==> src/rtl/pt_tlb_pkg.sv <==
package pt_tlb_pkg;

  // Page-table entry flag positions (block number sits above bit 3)
  localparam int PTE_P  = 0;
  localparam int PTE_RO = 1;
  localparam int PTE_NC = 2;
  localparam int PTE_D  = 3;
  localparam int PTE_FLAGS = 4;

  typedef enum logic [1:0] {
    FLT_NONE   = 2'd0,
    FLT_ABSENT = 2'd1,
    FLT_PROT   = 2'd2
  } fault_e;

  typedef enum logic [1:0] {
    ST_IDLE,
    ST_LOOK,
    ST_FETCH,
    ST_WBACK
  } walk_st_e;

endpackage

==> src/rtl/tlb_tag_array.sv <==
module tlb_tag_array #(
  parameter int WAYS  = 4,
  parameter int SETS  = 16,
  parameter int TAG_W = 16,
  parameter int PFN_W = 20
) (
  input  logic                     clk,
  input  logic                     rst_n,
  input  logic                     flush,
  input  logic [$clog2(SETS)-1:0]  lk_set,
  input  logic [TAG_W-1:0]         lk_tag,
  output logic                     hit,
  output logic [$clog2(WAYS)-1:0]  hit_way,
  output logic [PFN_W-1:0]         hit_pfn,
  output logic                     hit_ro,
  output logic                     hit_nc,
  output logic                     hit_dirty,
  output logic [WAYS-1:0]          set_valid,
  input  logic                     fill_en,
  input  logic [$clog2(WAYS)-1:0]  fill_way,
  input  logic [TAG_W-1:0]         fill_tag,
  input  logic [PFN_W-1:0]         fill_pfn,
  input  logic                     fill_ro,
  input  logic                     fill_nc,
  input  logic                     fill_dirty,
  input  logic                     mark_en,
  input  logic [$clog2(WAYS)-1:0]  mark_way
);

  localparam int WAY_W = $clog2(WAYS);

  logic [WAYS-1:0]  match;
  logic [PFN_W-1:0] way_pfn [WAYS];
  logic [WAYS-1:0]  way_ro;
  logic [WAYS-1:0]  way_nc;
  logic [WAYS-1:0]  way_dty;

  for (genvar w = 0; w < WAYS; w++) begin : g_way
    logic [SETS-1:0]  vld_q;
    logic [TAG_W-1:0] tag_q [SETS];
    logic [PFN_W-1:0] pfn_q [SETS];
    logic [SETS-1:0]  ro_q;
    logic [SETS-1:0]  nc_q;
    logic [SETS-1:0]  dty_q;
    logic             sel_fill;
    logic             sel_mark;

    assign sel_fill = fill_en && (fill_way == WAY_W'(w));
    assign sel_mark = mark_en && (mark_way == WAY_W'(w));

    always_ff @(posedge clk or negedge rst_n) begin
      if (!rst_n) begin
        vld_q <= '0;
      end else if (flush) begin
        vld_q <= '0;
      end else if (sel_fill) begin
        vld_q[lk_set] <= 1'b1;
      end
    end

    always_ff @(posedge clk) begin
      if (sel_fill) begin
        tag_q[lk_set] <= fill_tag;
        pfn_q[lk_set] <= fill_pfn;
        ro_q[lk_set]  <= fill_ro;
        nc_q[lk_set]  <= fill_nc;
        dty_q[lk_set] <= fill_dirty;
      end else if (sel_mark) begin
        dty_q[lk_set] <= 1'b1;
      end
    end

    assign match[w]     = vld_q[lk_set] && (tag_q[lk_set] == lk_tag);
    assign set_valid[w] = vld_q[lk_set];
    assign way_pfn[w]   = pfn_q[lk_set];
    assign way_ro[w]    = ro_q[lk_set];
    assign way_nc[w]    = nc_q[lk_set];
    assign way_dty[w]   = dty_q[lk_set];
  end

  always_comb begin
    hit_way   = '0;
    hit_pfn   = '0;
    hit_ro    = 1'b0;
    hit_nc    = 1'b0;
    hit_dirty = 1'b0;
    for (int w = 0; w < WAYS; w++) begin
      if (match[w]) begin
        hit_way   = WAY_W'(w);
        hit_pfn   = way_pfn[w];
        hit_ro    = way_ro[w];
        hit_nc    = way_nc[w];
        hit_dirty = way_dty[w];
      end
    end
  end

  assign hit = |match;

  // a refill never leaves a page cached in two ways of one set
  assert_single_match_R4: assert property (@(posedge clk) disable iff (!rst_n)
    $onehot0(match));

endmodule

==> src/rtl/tlb_lru.sv <==
module tlb_lru #(
  parameter int WAYS = 4,
  parameter int SETS = 16
) (
  input  logic                    clk,
  input  logic                    rst_n,
  input  logic [$clog2(SETS)-1:0] set_idx,
  input  logic [WAYS-1:0]         set_valid,
  input  logic                    touch_en,
  input  logic [$clog2(WAYS)-1:0] touch_way,
  output logic [$clog2(WAYS)-1:0] victim
);

  localparam int WAY_W = $clog2(WAYS);
  localparam int AGE_W = WAY_W;

  logic [AGE_W-1:0] age_q   [SETS][WAYS];
  logic [AGE_W-1:0] age_nxt [WAYS];
  logic [WAYS-1:0]  oldest;
  logic [WAY_W-1:0] inv_way;
  logic [WAY_W-1:0] old_way;

  // Touched way becomes youngest; younger ways age by one
  always_comb begin
    for (int v = 0; v < WAYS; v++) begin
      if (WAY_W'(v) == touch_way) begin
        age_nxt[v] = '0;
      end else if (age_q[set_idx][v] < age_q[set_idx][touch_way]) begin
        age_nxt[v] = age_q[set_idx][v] + 1'b1;
      end else begin
        age_nxt[v] = age_q[set_idx][v];
      end
    end
  end

  always_ff @(posedge clk or negedge rst_n) begin
    if (!rst_n) begin
      for (int s = 0; s < SETS; s++) begin
        for (int v = 0; v < WAYS; v++) begin
          age_q[s][v] <= AGE_W'(v);
        end
      end
    end else if (touch_en) begin
      for (int v = 0; v < WAYS; v++) begin
        age_q[set_idx][v] <= age_nxt[v];
      end
    end
  end

  always_comb begin
    inv_way = '0;
    old_way = '0;
    for (int v = WAYS - 1; v >= 0; v--) begin
      oldest[v] = (age_q[set_idx][v] == AGE_W'(WAYS - 1));
      if (!set_valid[v]) inv_way = WAY_W'(v);
      if (oldest[v])     old_way = WAY_W'(v);
    end
  end

  assign victim = (&set_valid) ? old_way : inv_way;

  // ages within the addressed set stay a permutation with one oldest way
  assert_lru_perm_R9: assert property (@(posedge clk) disable iff (!rst_n)
    $countones(oldest) == 1);

endmodule

==> src/rtl/tlb_walk_fsm.sv <==
module tlb_walk_fsm
  import pt_tlb_pkg::*;
#(
  parameter int VA_W   = 32,
  parameter int PA_W   = 32,
  parameter int PAGE_W = 12,
  parameter int WAYS   = 4,
  parameter int SETS   = 16
) (
  input  logic                              clk,
  input  logic                              rst_n,
  input  logic [PA_W-1:0]                   pt_base,
  input  logic                              req_valid,
  input  logic [VA_W-1:0]                   req_va,
  input  logic                              req_write,
  output logic                              busy,
  output logic                              resp_valid,
  output logic [PA_W-1:0]                   resp_pa,
  output logic [1:0]                        resp_fault,
  output logic                              resp_nocache,
  output logic                              mem_req,
  output logic                              mem_we,
  output logic [PA_W-1:0]                   mem_addr,
  output logic [PA_W-PAGE_W+PTE_FLAGS-1:0]  mem_wdata,
  input  logic                              mem_ack,
  input  logic [PA_W-PAGE_W+PTE_FLAGS-1:0]  mem_rdata,
  output logic [$clog2(SETS)-1:0]           lk_set,
  output logic [VA_W-PAGE_W-$clog2(SETS)-1:0] lk_tag,
  input  logic                              hit,
  input  logic [$clog2(WAYS)-1:0]           hit_way,
  input  logic [PA_W-PAGE_W-1:0]            hit_pfn,
  input  logic                              hit_ro,
  input  logic                              hit_nc,
  input  logic                              hit_dirty,
  input  logic [$clog2(WAYS)-1:0]           victim,
  output logic                              fill_en,
  output logic [$clog2(WAYS)-1:0]           fill_way,
  output logic [PA_W-PAGE_W-1:0]            fill_pfn,
  output logic                              fill_ro,
  output logic                              fill_nc,
  output logic                              fill_dirty,
  output logic                              mark_en,
  output logic [$clog2(WAYS)-1:0]           mark_way,
  output logic                              touch_en,
  output logic [$clog2(WAYS)-1:0]           touch_way
);

  localparam int PFN_W = PA_W - PAGE_W;
  localparam int PTE_W = PFN_W + PTE_FLAGS;
  localparam int VPN_W = VA_W - PAGE_W;
  localparam int SET_W = $clog2(SETS);
  localparam int TAG_W = VPN_W - SET_W;

  walk_st_e         state_q, state_d;
  logic [VA_W-1:0]  va_q;
  logic             we_q;
  logic             rsp_vld_q;
  logic [PA_W-1:0]  rsp_pa_q, pa_d;
  fault_e           rsp_flt_q, flt_d;
  logic             rsp_nc_q, nc_d;
  logic [PTE_W-1:0] wb_q, wb_d;
  logic             acc, rsp_load, rsp_fire, wb_load;
  logic [VPN_W-1:0] vpn;

  assign vpn    = va_q[VA_W-1:PAGE_W];
  assign lk_set = va_q[PAGE_W +: SET_W];
  assign lk_tag = va_q[VA_W-1 -: TAG_W];

  // Next-state and datapath enables
  always_comb begin
    state_d  = state_q;
    acc      = 1'b0;
    rsp_load = 1'b0;
    rsp_fire = 1'b0;
    wb_load  = 1'b0;
    fill_en  = 1'b0;
    mark_en  = 1'b0;
    touch_en = 1'b0;
    flt_d    = FLT_NONE;
    pa_d     = {hit_pfn, va_q[PAGE_W-1:0]};
    nc_d     = hit_nc;
    unique case (state_q)
      ST_IDLE: begin
        if (req_valid) begin
          acc     = 1'b1;
          state_d = ST_LOOK;
        end
      end
      ST_LOOK: begin
        if (hit) begin
          touch_en = 1'b1;
          rsp_load = 1'b1;
          if (we_q && hit_ro) begin
            flt_d    = FLT_PROT;
            pa_d     = '0;
            nc_d     = 1'b0;
            rsp_fire = 1'b1;
            state_d  = ST_IDLE;
          end else if (we_q && !hit_dirty) begin
            mark_en = 1'b1;
            wb_load = 1'b1;
            state_d = ST_WBACK;
          end else begin
            rsp_fire = 1'b1;
            state_d  = ST_IDLE;
          end
        end else begin
          state_d = ST_FETCH;
        end
      end
      ST_FETCH: begin
        if (mem_ack) begin
          if (!mem_rdata[PTE_P]) begin
            rsp_load = 1'b1;
            rsp_fire = 1'b1;
            flt_d    = FLT_ABSENT;
            pa_d     = '0;
            nc_d     = 1'b0;
            state_d  = ST_IDLE;
          end else begin
            fill_en = 1'b1;
            state_d = ST_LOOK;
          end
        end
      end
      ST_WBACK: begin
        if (mem_ack) begin
          rsp_fire = 1'b1;
          state_d  = ST_IDLE;
        end
      end
      default: state_d = ST_IDLE;
    endcase
  end

  always_comb begin
    wb_d = '0;
    wb_d[PTE_W-1 -: PFN_W] = hit_pfn;
    wb_d[PTE_D]  = 1'b1;
    wb_d[PTE_NC] = hit_nc;
    wb_d[PTE_RO] = hit_ro;
    wb_d[PTE_P]  = 1'b1;
  end

  always_ff @(posedge clk or negedge rst_n) begin
    if (!rst_n) begin
      state_q   <= ST_IDLE;
      rsp_vld_q <= 1'b0;
    end else begin
      state_q   <= state_d;
      rsp_vld_q <= rsp_fire;
    end
  end

  always_ff @(posedge clk) begin
    if (acc) begin
      va_q <= req_va;
      we_q <= req_write;
    end
    if (rsp_load) begin
      rsp_pa_q  <= pa_d;
      rsp_flt_q <= flt_d;
      rsp_nc_q  <= nc_d;
    end
    if (wb_load) begin
      wb_q <= wb_d;
    end
  end

  assign busy         = (state_q != ST_IDLE);
  assign resp_valid   = rsp_vld_q;
  assign resp_pa      = rsp_pa_q;
  assign resp_fault   = rsp_flt_q;
  assign resp_nocache = rsp_nc_q;

  assign mem_req   = (state_q == ST_FETCH) || (state_q == ST_WBACK);
  assign mem_we    = (state_q == ST_WBACK);
  assign mem_addr  = pt_base + (PA_W'(vpn) << 2);
  assign mem_wdata = (state_q == ST_WBACK) ? wb_q : '0;

  assign fill_way   = victim;
  assign fill_pfn   = mem_rdata[PTE_W-1 -: PFN_W];
  assign fill_ro    = mem_rdata[PTE_RO];
  assign fill_nc    = mem_rdata[PTE_NC];
  assign fill_dirty = mem_rdata[PTE_D];
  assign mark_way   = hit_way;
  assign touch_way  = hit_way;

  // an open memory request keeps address and direction until acknowledged
  assert_mem_hold_R11: assert property (@(posedge clk) disable iff (!rst_n)
    mem_req && !mem_ack |=> mem_req && $stable(mem_addr) && $stable(mem_we));

  // the response lasts exactly one cycle
  assert_resp_pulse_R11: assert property (@(posedge clk) disable iff (!rst_n)
    resp_valid |=> !resp_valid);

  // only present entries are installed
  assert_fill_present_R5: assert property (@(posedge clk) disable iff (!rst_n)
    fill_en |-> mem_rdata[PTE_P]);

  // protection faults come only from write requests
  assert_prot_write_R6: assert property (@(posedge clk) disable iff (!rst_n)
    resp_valid && (resp_fault == FLT_PROT) |-> we_q);

  // memory writes are dirty-marking write-backs for write requests
  assert_wb_dirty_R8: assert property (@(posedge clk) disable iff (!rst_n)
    mem_req && mem_we |-> mem_wdata[PTE_D] && mem_wdata[PTE_P] && we_q);

endmodule

==> src/rtl/pt_tlb.sv <==
module pt_tlb
  import pt_tlb_pkg::*;
#(
  parameter int VA_W   = 32,
  parameter int PA_W   = 32,
  parameter int PAGE_W = 12,
  parameter int WAYS   = 4,
  parameter int SETS   = 16
) (
  input  logic                             clk,
  input  logic                             rst_n,
  input  logic                             flush,
  input  logic [PA_W-1:0]                  pt_base,
  input  logic                             req_valid,
  input  logic [VA_W-1:0]                  req_va,
  input  logic                             req_write,
  output logic                             busy,
  output logic                             resp_valid,
  output logic [PA_W-1:0]                  resp_pa,
  output logic [1:0]                       resp_fault,
  output logic                             resp_nocache,
  output logic                             mem_req,
  output logic                             mem_we,
  output logic [PA_W-1:0]                  mem_addr,
  output logic [PA_W-PAGE_W+PTE_FLAGS-1:0] mem_wdata,
  input  logic                             mem_ack,
  input  logic [PA_W-PAGE_W+PTE_FLAGS-1:0] mem_rdata
);

  localparam int PFN_W = PA_W - PAGE_W;
  localparam int SET_W = $clog2(SETS);
  localparam int WAY_W = $clog2(WAYS);
  localparam int TAG_W = VA_W - PAGE_W - SET_W;

  logic [SET_W-1:0] lk_set;
  logic [TAG_W-1:0] lk_tag;
  logic             hit;
  logic [WAY_W-1:0] hit_way;
  logic [PFN_W-1:0] hit_pfn;
  logic             hit_ro, hit_nc, hit_dirty;
  logic [WAYS-1:0]  set_valid;
  logic [WAY_W-1:0] victim;
  logic             fill_en;
  logic [WAY_W-1:0] fill_way;
  logic [PFN_W-1:0] fill_pfn;
  logic             fill_ro, fill_nc, fill_dirty;
  logic             mark_en;
  logic [WAY_W-1:0] mark_way;
  logic             touch_en;
  logic [WAY_W-1:0] touch_way;

  tlb_tag_array #(
    .WAYS(WAYS), .SETS(SETS), .TAG_W(TAG_W), .PFN_W(PFN_W)
  ) u_tags (
    .clk(clk), .rst_n(rst_n), .flush(flush),
    .lk_set(lk_set), .lk_tag(lk_tag),
    .hit(hit), .hit_way(hit_way), .hit_pfn(hit_pfn),
    .hit_ro(hit_ro), .hit_nc(hit_nc), .hit_dirty(hit_dirty),
    .set_valid(set_valid),
    .fill_en(fill_en), .fill_way(fill_way), .fill_tag(lk_tag),
    .fill_pfn(fill_pfn), .fill_ro(fill_ro), .fill_nc(fill_nc),
    .fill_dirty(fill_dirty),
    .mark_en(mark_en), .mark_way(mark_way)
  );

  tlb_lru #(
    .WAYS(WAYS), .SETS(SETS)
  ) u_lru (
    .clk(clk), .rst_n(rst_n), .set_idx(lk_set), .set_valid(set_valid),
    .touch_en(touch_en), .touch_way(touch_way), .victim(victim)
  );

  tlb_walk_fsm #(
    .VA_W(VA_W), .PA_W(PA_W), .PAGE_W(PAGE_W), .WAYS(WAYS), .SETS(SETS)
  ) u_fsm (
    .clk(clk), .rst_n(rst_n), .pt_base(pt_base),
    .req_valid(req_valid), .req_va(req_va), .req_write(req_write),
    .busy(busy), .resp_valid(resp_valid), .resp_pa(resp_pa),
    .resp_fault(resp_fault), .resp_nocache(resp_nocache),
    .mem_req(mem_req), .mem_we(mem_we), .mem_addr(mem_addr),
    .mem_wdata(mem_wdata), .mem_ack(mem_ack), .mem_rdata(mem_rdata),
    .lk_set(lk_set), .lk_tag(lk_tag),
    .hit(hit), .hit_way(hit_way), .hit_pfn(hit_pfn),
    .hit_ro(hit_ro), .hit_nc(hit_nc), .hit_dirty(hit_dirty),
    .victim(victim),
    .fill_en(fill_en), .fill_way(fill_way), .fill_pfn(fill_pfn),
    .fill_ro(fill_ro), .fill_nc(fill_nc), .fill_dirty(fill_dirty),
    .mark_en(mark_en), .mark_way(mark_way),
    .touch_en(touch_en), .touch_way(touch_way)
  );

endmodule

==> config.mk <==
export PLATFORM = sky130hd
export DESIGN_NAME = pt_tlb
export DESIGN_NICKNAME = d
export VERILOG_FILES = /design/src/rtl/pt_tlb_pkg.sv /design/src/rtl/tlb_tag_array.sv /design/src/rtl/tlb_lru.sv /design/src/rtl/tlb_walk_fsm.sv /design/src/rtl/pt_tlb.sv
export SDC_FILE = /design/constraint.sdc
export NUM_CORES = 2
export LEC_CHECK = 0
export BUFFER_PORTS_ARGS = -buffer_cell sky130_fd_sc_hd__buf_2
export CORE_MARGIN = 2
export CORE_UTILIZATION = 33
export DETAILED_ROUTE_END_ITERATION = 12
export GPL_TIMING_DRIVEN = 0
export SLEW_MARGIN = 0
export SYNTH_ARGS = -nofsm -noshare
export SYNTH_HDL_FRONTEND = slang
export SYNTH_SLANG_ARGS = --single-unit
==> constraint.sdc <==
create_clock -name clk -period 7.2 [get_ports clk]
set_clock_uncertainty 0.1 [all_clocks]
set_input_delay 0 -clock clk [delete_from_list [all_inputs] [get_ports clk]]
set_output_delay 0 -clock clk [all_outputs]
set_load 0.02 [all_outputs]
Word level (Yosys, flattened, before mapping)
Memory sizes are Yosys's and may differ from the RTL's. A register that Yosys moved wholly into a read port is not among the register bits.
Cells that the tools add are included.

operators by class
  shift-type cells = 0
  $add $sub $neg = 5
  bitwise gates (word level) = 10
  muxes and demuxes = 175
  $lt $le $gt $ge = 9
  reductions and logical operators = 33
  multipliers = 0
  eq/ne operators = 23
  divide/modulo/power cells = 0

operators by type and width
  operator                                              number
  bitwise mux 128 bit                                   4
  two-way mux 16 bit                                    16
  bitwise mux 16 bit                                    12
  demux 8 bit (select 4 bit)                            4
  two-way mux 32 bit                                    4
  bitwise OR 16 bit                                     8
  two-way mux 20 bit                                    4
  binary-select mux 1 bit (select 4 bit)                16
  equality test 16 bit                                  4
  case mux 32 bit (2 select lines)                      1
  two-way mux 2 bit                                     31
  two-way mux 1 bit                                     61
  two-way mux 4 bit                                     9
  adder 32 x 22 -> 32 bit                               1
  binary-select mux 8 bit (select 4 bit)                1
  two-way mux 24 bit                                    1
  two-way mux 8 bit                                     3
  equality test 2 bit (second input constant)           10
  nonzero test 2 bit                                    9
  logical AND 1 bit                                     16
  adder 2 x 1 -> 2 bit (second input constant)          4
  less-than comparator 2 bit                            4
  case mux 2 bit (4 select lines)                       1
  equality test 2 x 1 -> 1 bit (second input constant)  3
  other kinds (23)                                      28

word-level totals
  output and inout port bits = 95
  bits in latches = 0
  input port bits = 94
  word-level logic and storage cells = 351
  memory bits (writable) = 2304
  bits in read-only memories = 0
  memories kept = 8
  flip-flop bits (word level) = 477

memory list
  name                   depth  bits a word  read ports  clocked after Yosys merged registers in  write ports  line                 source
  u_tags.g_way[0].pfn_q  16     20           1           1                                        1            tlb_tag_array.sv:41  logic [PFN_W-1:0] pfn_q [SETS];
  u_tags.g_way[1].pfn_q  16     20           1           1                                        1            tlb_tag_array.sv:41
  u_tags.g_way[2].pfn_q  16     20           1           1                                        1            tlb_tag_array.sv:41
  u_tags.g_way[3].pfn_q  16     20           1           1                                        1            tlb_tag_array.sv:41
  u_tags.g_way[0].tag_q  16     16           1           1                                        1            tlb_tag_array.sv:40  logic [TAG_W-1:0] tag_q [SETS];
  u_tags.g_way[1].tag_q  16     16           1           1                                        1            tlb_tag_array.sv:40
  +2 memories            n/a    n/a          n/a         n/a                                      n/a          n/a

Longest topological paths before layout
  depth after elaboration = 17
  gate-level depth with buffers = 23
  gate-level depth less buffers = 15

Hierarchy
From an unflattened synthesis, not the netlist that was laid out.

unflattened totals
  cells, all modules = 5702
  area total of the unflattened synthesis = 112464.1 um2

modules (own cells, without submodules)
  module         cells each  instances  sequential area each (um2)  area each (um2)
  tlb_tag_array  4705        1          76553.4                     100883.0
  tlb_lru        565         1          3283.1                      6506.2
  tlb_walk_fsm   432         1          2777.7                      5074.9

Least setup slack after synthesis
OpenSTA, ideal clock, no wires.

  path kind = register -> register
  from = reg u_fsm.va_q[12]
  to = reg u_tags.g_way[2].nc_q[3], enable pin
  clock period less this slack = 6.280 ns
  cell stages (with the launch flop) = 17
  setup slack = 0.920 ns
  path buffers = 7
  required time = 6.665 ns
  arrival time = 5.745 ns
  setup time = 0.435 ns
  cell sequence = edfxtp_1 -> buf_4 -> buf_4 -> buf_4 -> buf_2 -> buf_2 -> mux4_2 -> mux4_2 -> ha_1 -> a21oi_1 -> o21ai_0 -> and2_1 -> o21ai_0 -> nand2_1 -> clkbuf_1 -> buf_1 -> nor2_1

between the ends
  longest elaborated chain between the ends = 12
  elaborated cells on any way between the ends = 28
  classes of those cells = eq/ne: 5; mux: 20; bitwise: 1; reduce/logical: 2

RTL lines
  item                                                   line                 source
  start, declared                                        tlb_walk_fsm.sv:55   logic [VA_W-1:0] va_q;
  start signal, assigned                                 tlb_walk_fsm.sv:157  va_q <= req_va;
  NOT 4 -> 5 bit (implied by the code)                   tlb_lru.sv:54        oldest[v] = (age_q[set_idx][v] == AGE_W'(WAYS - 1));
  binary-select mux 8 bit (select 4 bit)                 tlb_lru.sv:54
  two-way mux 8 bit (implied by the code) (2 in series)  tlb_lru.sv:54
  equality test 2 bit                                    tlb_lru.sv:54
  two-way mux 2 bit (4 in series)                        tlb_lru.sv:56        if (oldest[v]) old_way = WAY_W'(v);
  two-way mux 2 bit (*)                                  tlb_lru.sv:60        assign victim = (&set_valid) ? old_way : inv_way;
  equality test 2 bit (*)                                tlb_tag_array.sv:48  assign sel_fill = fill_en && (fill_way == WAY_W'(w));
  logical AND 1 bit (*)                                  tlb_tag_array.sv:48
  end signal, assigned by index                          tlb_tag_array.sv:66  nc_q[lk_set] <= fill_nc;
  end, declared                                          tlb_tag_array.sv:43  logic [SETS-1:0] nc_q;

Every way passes the cells marked *; elsewhere a longest branch is shown, timed or not. The select of a mux whose other input is x is not followed.
A chain may end at the register's enable or synchronous reset.

==> flow_summary_export.csv <==
group,metric,value,unit
sta,rsz0062_at_grt,"yes",
floorplanning,die_area,343400,µm²
floorplanning,start_util,33.19,%
synthesis,yosys-top-cells-count,"edfxtp_1 (2586), mux4_2 (707), nor2_1 (264)",
clock_tree,cts_tree,"built",
pwr,switchingPower,11520,µW
floorplanning,ios,189,
clock_tree,insertion_delay,880,ps
cells_and_area,areaGrowthSynthToFinish,19.73,%
global_route,met1_usage,26.71,%
global_route,grt_pass1_wl,462.9,mm
critical_path,rr_worst_depth,19,
pwr,clkPwrFrac,35.8,%
cells_and_area,fin_nets,6472,
placement,place_area,122900,µm²
synthesis,syn-instance-count,5545,
sta,worst_slew_pin_slew,1381,ps
pwr,p_comb_share,21.1,%
min_path,hp-class,"input port to flip-flop",
placement,io_buffers,184,
floorplanning,coreArea,336900,µm²
floorplanning,die_h,586.0,µm
placement,gp_congestion,0.9244,
synthesis,synth.avg_cell_area,20.16,µm²
global_route,grt_pass1_vias,60230,
synthesis,netlist_area,111800,µm²
synthesis,yosysUniqueCellTypes,104,
synthesis,ys_seq_area_share,73.97,%
critical_path,crit_arrival,7810,ps
drt,drt_iter0_drc,8685,
critical_path,worstPathMaxFanout,10,
floorplanning,rows,213,
drt,vias,60630,
synthesis,synth_flop_cell,"edfxtp_1",
global_route,grt-busiest-layer,"met2",
pwr,pwr-share-seq,43.1,%
floorplanning,die_x,586.0,µm
pwr,peakVddDrop,0.1732,mV
min_path,holdPathStages,5,
synthesis,netlist_top_cells_area,"edfxtp_1 (69%), mux4_2 (14%), dfrtp_1 (2.9%)",
sta,finalCriticalPeriod,7163,ps
clock_tree,cts_sinks,2785,
sta,relSlewSlack,7.210,%
critical_path,cp-end-kind,"flip-flop",
pwr,p_int,30440,µW
sta,finalSetupViolCount,0,
pwr,switching_share,27.45,%
global_route,grt_overflow,0,
run,drv_cap,0,
synthesis,yosysTopAreaCell,"edfxtp_1",
synthesis,synth_edf_count,2586,
global_route,grtUsageMet3,3.626,%
clock_tree,root_buffer,"clkbuf_16",
critical_path,r2r_setup_slack,40,ps
synthesis,syn_nets,5669,
drt,routedWlPerCell,30.05,µm
cells_and_area,drive_above_1_share,28.68,%
run_status,status,"completed",
synthesis,ys_ff_latch,2785,
clock_tree,clk_pin_slew,60,ps
drt,dr.pass1.iters,8,
synthesis,async_reset_ff_share,7.002,%
cells_and_area,postLayoutCellArea,133800,µm²
pwr,power_density,313.4,nW/µm²
sta,hold_viol,0,
synthesis,post-synth-top-count-cell,"edfxtp_1",
sta,slew_viol_final,0,
clock_tree,cts.htree.levels,5,
pwr,p_leak,0.04335,µW
critical_path,start_kind,"flip-flop",
drt,drc_errors,0,
critical_path,cp.required,7840,ps
placement,place.detailed.hpwl,224.1,mm
drt,vias_per_cell,5.470,
global_route,track_usage,19.06,%
synthesis,synth_top_area_share,69.46,%
clock_tree,clock_path_buffers,4,
placement,dpl_worst_slack,-1304,ps
sta,setup_ws,37.09,ps
global_route,grt_util_met2,29.69,%
drt,detail-route-antenna-nets,0,
drt,totalWireLength,333.0,mm
clock_tree,cts_buffers,293,
critical_path,critical_path_class,"flip-flop to flip-flop",
synthesis,ys_warn_count,0,
sta,fmax,139.6,MHz
sta,final_min_period_over_clock_period,99.48,%
global_route,antenna_found_initial,20,
global_route,grt_max_degree,117,
## power groups by stage
stage / clock network [µW] / logic [µW] / registers [µW]
final: 15000 / 8850 / 18100
after global routing: 15800 / 9260 / 18100
after CTS: 15200 / 8880 / 18100
after detailed placement: 0 / 8800 / 18400
after global placement: 0 / 8070 / 18800
after floorplan: 0 / 5230 / 18600
## timing repair
| item | in CTS | in global routing |
|---|---|---|
| gates cloned | 0 | 0 |
| setup endpoints to repair | 435 | 804 |
| hold endpoints to repair | 1703 | 0 |
| hold buffers | 100 | 0 |
| gates resized for setup | 22 | 12 |
| setup buffers | 10 | 44 |
| pin swaps | 6 | 14 |
## path summary, 6_finish.rpt
kind / end / from
max reg2reg: u_fsm.resp_pa[24] / flip-flop
min: u_fsm.state_q[1] / req_valid
max: u_fsm.resp_pa[24] / flip-flop
min in group asynchronous: u_lru.age_q[120] / rst_n
min reg2reg: u_lru.age_q[60] / u_lru.age_q[60]
max in group asynchronous: u_lru.age_q[10] / rst_n
## worst max-delay path, cell delays in order (launching register included)
cell      delay [ps]
dfxtp_1          530
clkbuf_4         390
buf_6            260
buf_4            260
buf_4            310
buf_2            430
buf_4            370
mux4_2           340
mux2i_1          190
mux2i_1          200
xnor2_1          260
nand4_1          120
nor4_1           350
nand4b_1         390
nand2b_2         510
clkbuf_1         320
o21ai_1          630
mux2i_1          350
o21ai_1          460
and2_1           200
## routing by layer
layer / part of all wire, % / vias up
met2: 46 / 3386
met4: 3.8 / 4
li1: - / 24340
met5: 0.021 / -
met1: 41 / 32260
met3: 9.6 / 640
## final cells by class
class	count	area [µm²]
flip-flops and latches	2785	82690
clock inverters	153	1568
multi-input cells	2388	27680
repair buffers	514	6454
inverters	59	221.5
clock buffers	360	7772
plain buffers	307	1795
diodes	3	7.507
well taps	4515	5649
fillers	29780	203000
## state kept, by name (all words and copies together), names as in the netlist, 22 cells and up, named ones only
name and cells:
u_lru.age_q 128, u_tags.g_way.dty_q 64, u_fsm.wb_q 22, u_tags.g_way.vld_q 64, u_tags.g_way.ro_q 64, u_tags.g_way.tag_q 1024
u_tags.g_way.pfn_q 1280, u_tags.g_way.nc_q 64, u_fsm.va_q 32, u_fsm.resp_pa 32
## cell usage in the layout (no fill, tap or decap), types with 29 or more instances in the layout
| master | instances |
|---|---|
| dfstp_2 | 64 |
| ha_1 | 29 |
| xnor2_1 | 62 |
| buf_1 | 42 |
| buf_2 | 229 |
| nor2_1 | 200 |
| dlygate4sd3_1 | 99 |
| buf_16 | 65 |
| clkinv_1 | 61 |
| and2_1 | 59 |
| nor2_4 | 64 |
| a21oi_1 | 58 |
| clkinv_2 | 35 |
| clkbuf_1 | 195 |
| mux2i_1 | 193 |
| o21ai_1 | 144 |
| bufinv_16 | 30 |
| mux2_2 | 57 |
| buf_12 | 131 |
| mux4_2 | 707 |
| edfxtp_1 | 2586 |
| clkbuf_16 | 300 |
| o21ai_0 | 125 |
| inv_1 | 56 |
| o22ai_1 | 30 |
| nand3_1 | 40 |
| dfrtp_1 | 131 |
| buf_4 | 74 |
| nand2_1 | 261 |
## logic make-up after synthesis
family          synth area share (%)
compound gates                 2.684
xor+xnor                      0.7185
fa+ha+maj                     0.3705
buf+inv                        1.785
flops                          73.97
mux                            17.27
simple gates                   3.195
## stage by stage
stage | total power [µW] | utilization, % | std cells | hold slack [ps] | TNS [ps]
after floorplan | 23780 | - | 5545 | -395.6 | 0
after global placement | 26840 | 35.14 | 10240 | 77.75 | -8059640
after detailed placement | 27240 | 36.47 | 10420 | -54.79 | -63320
after CTS | 42180 | 39.60 | 11040 | 33.26 | -15.11
after global routing | 43180 | 39.73 | 11080 | 112.8 | -1194
final | 41950 | 39.73 | 11080 | 76.76 | 0
No activity file was read; power rests on OpenSTA's default activity.
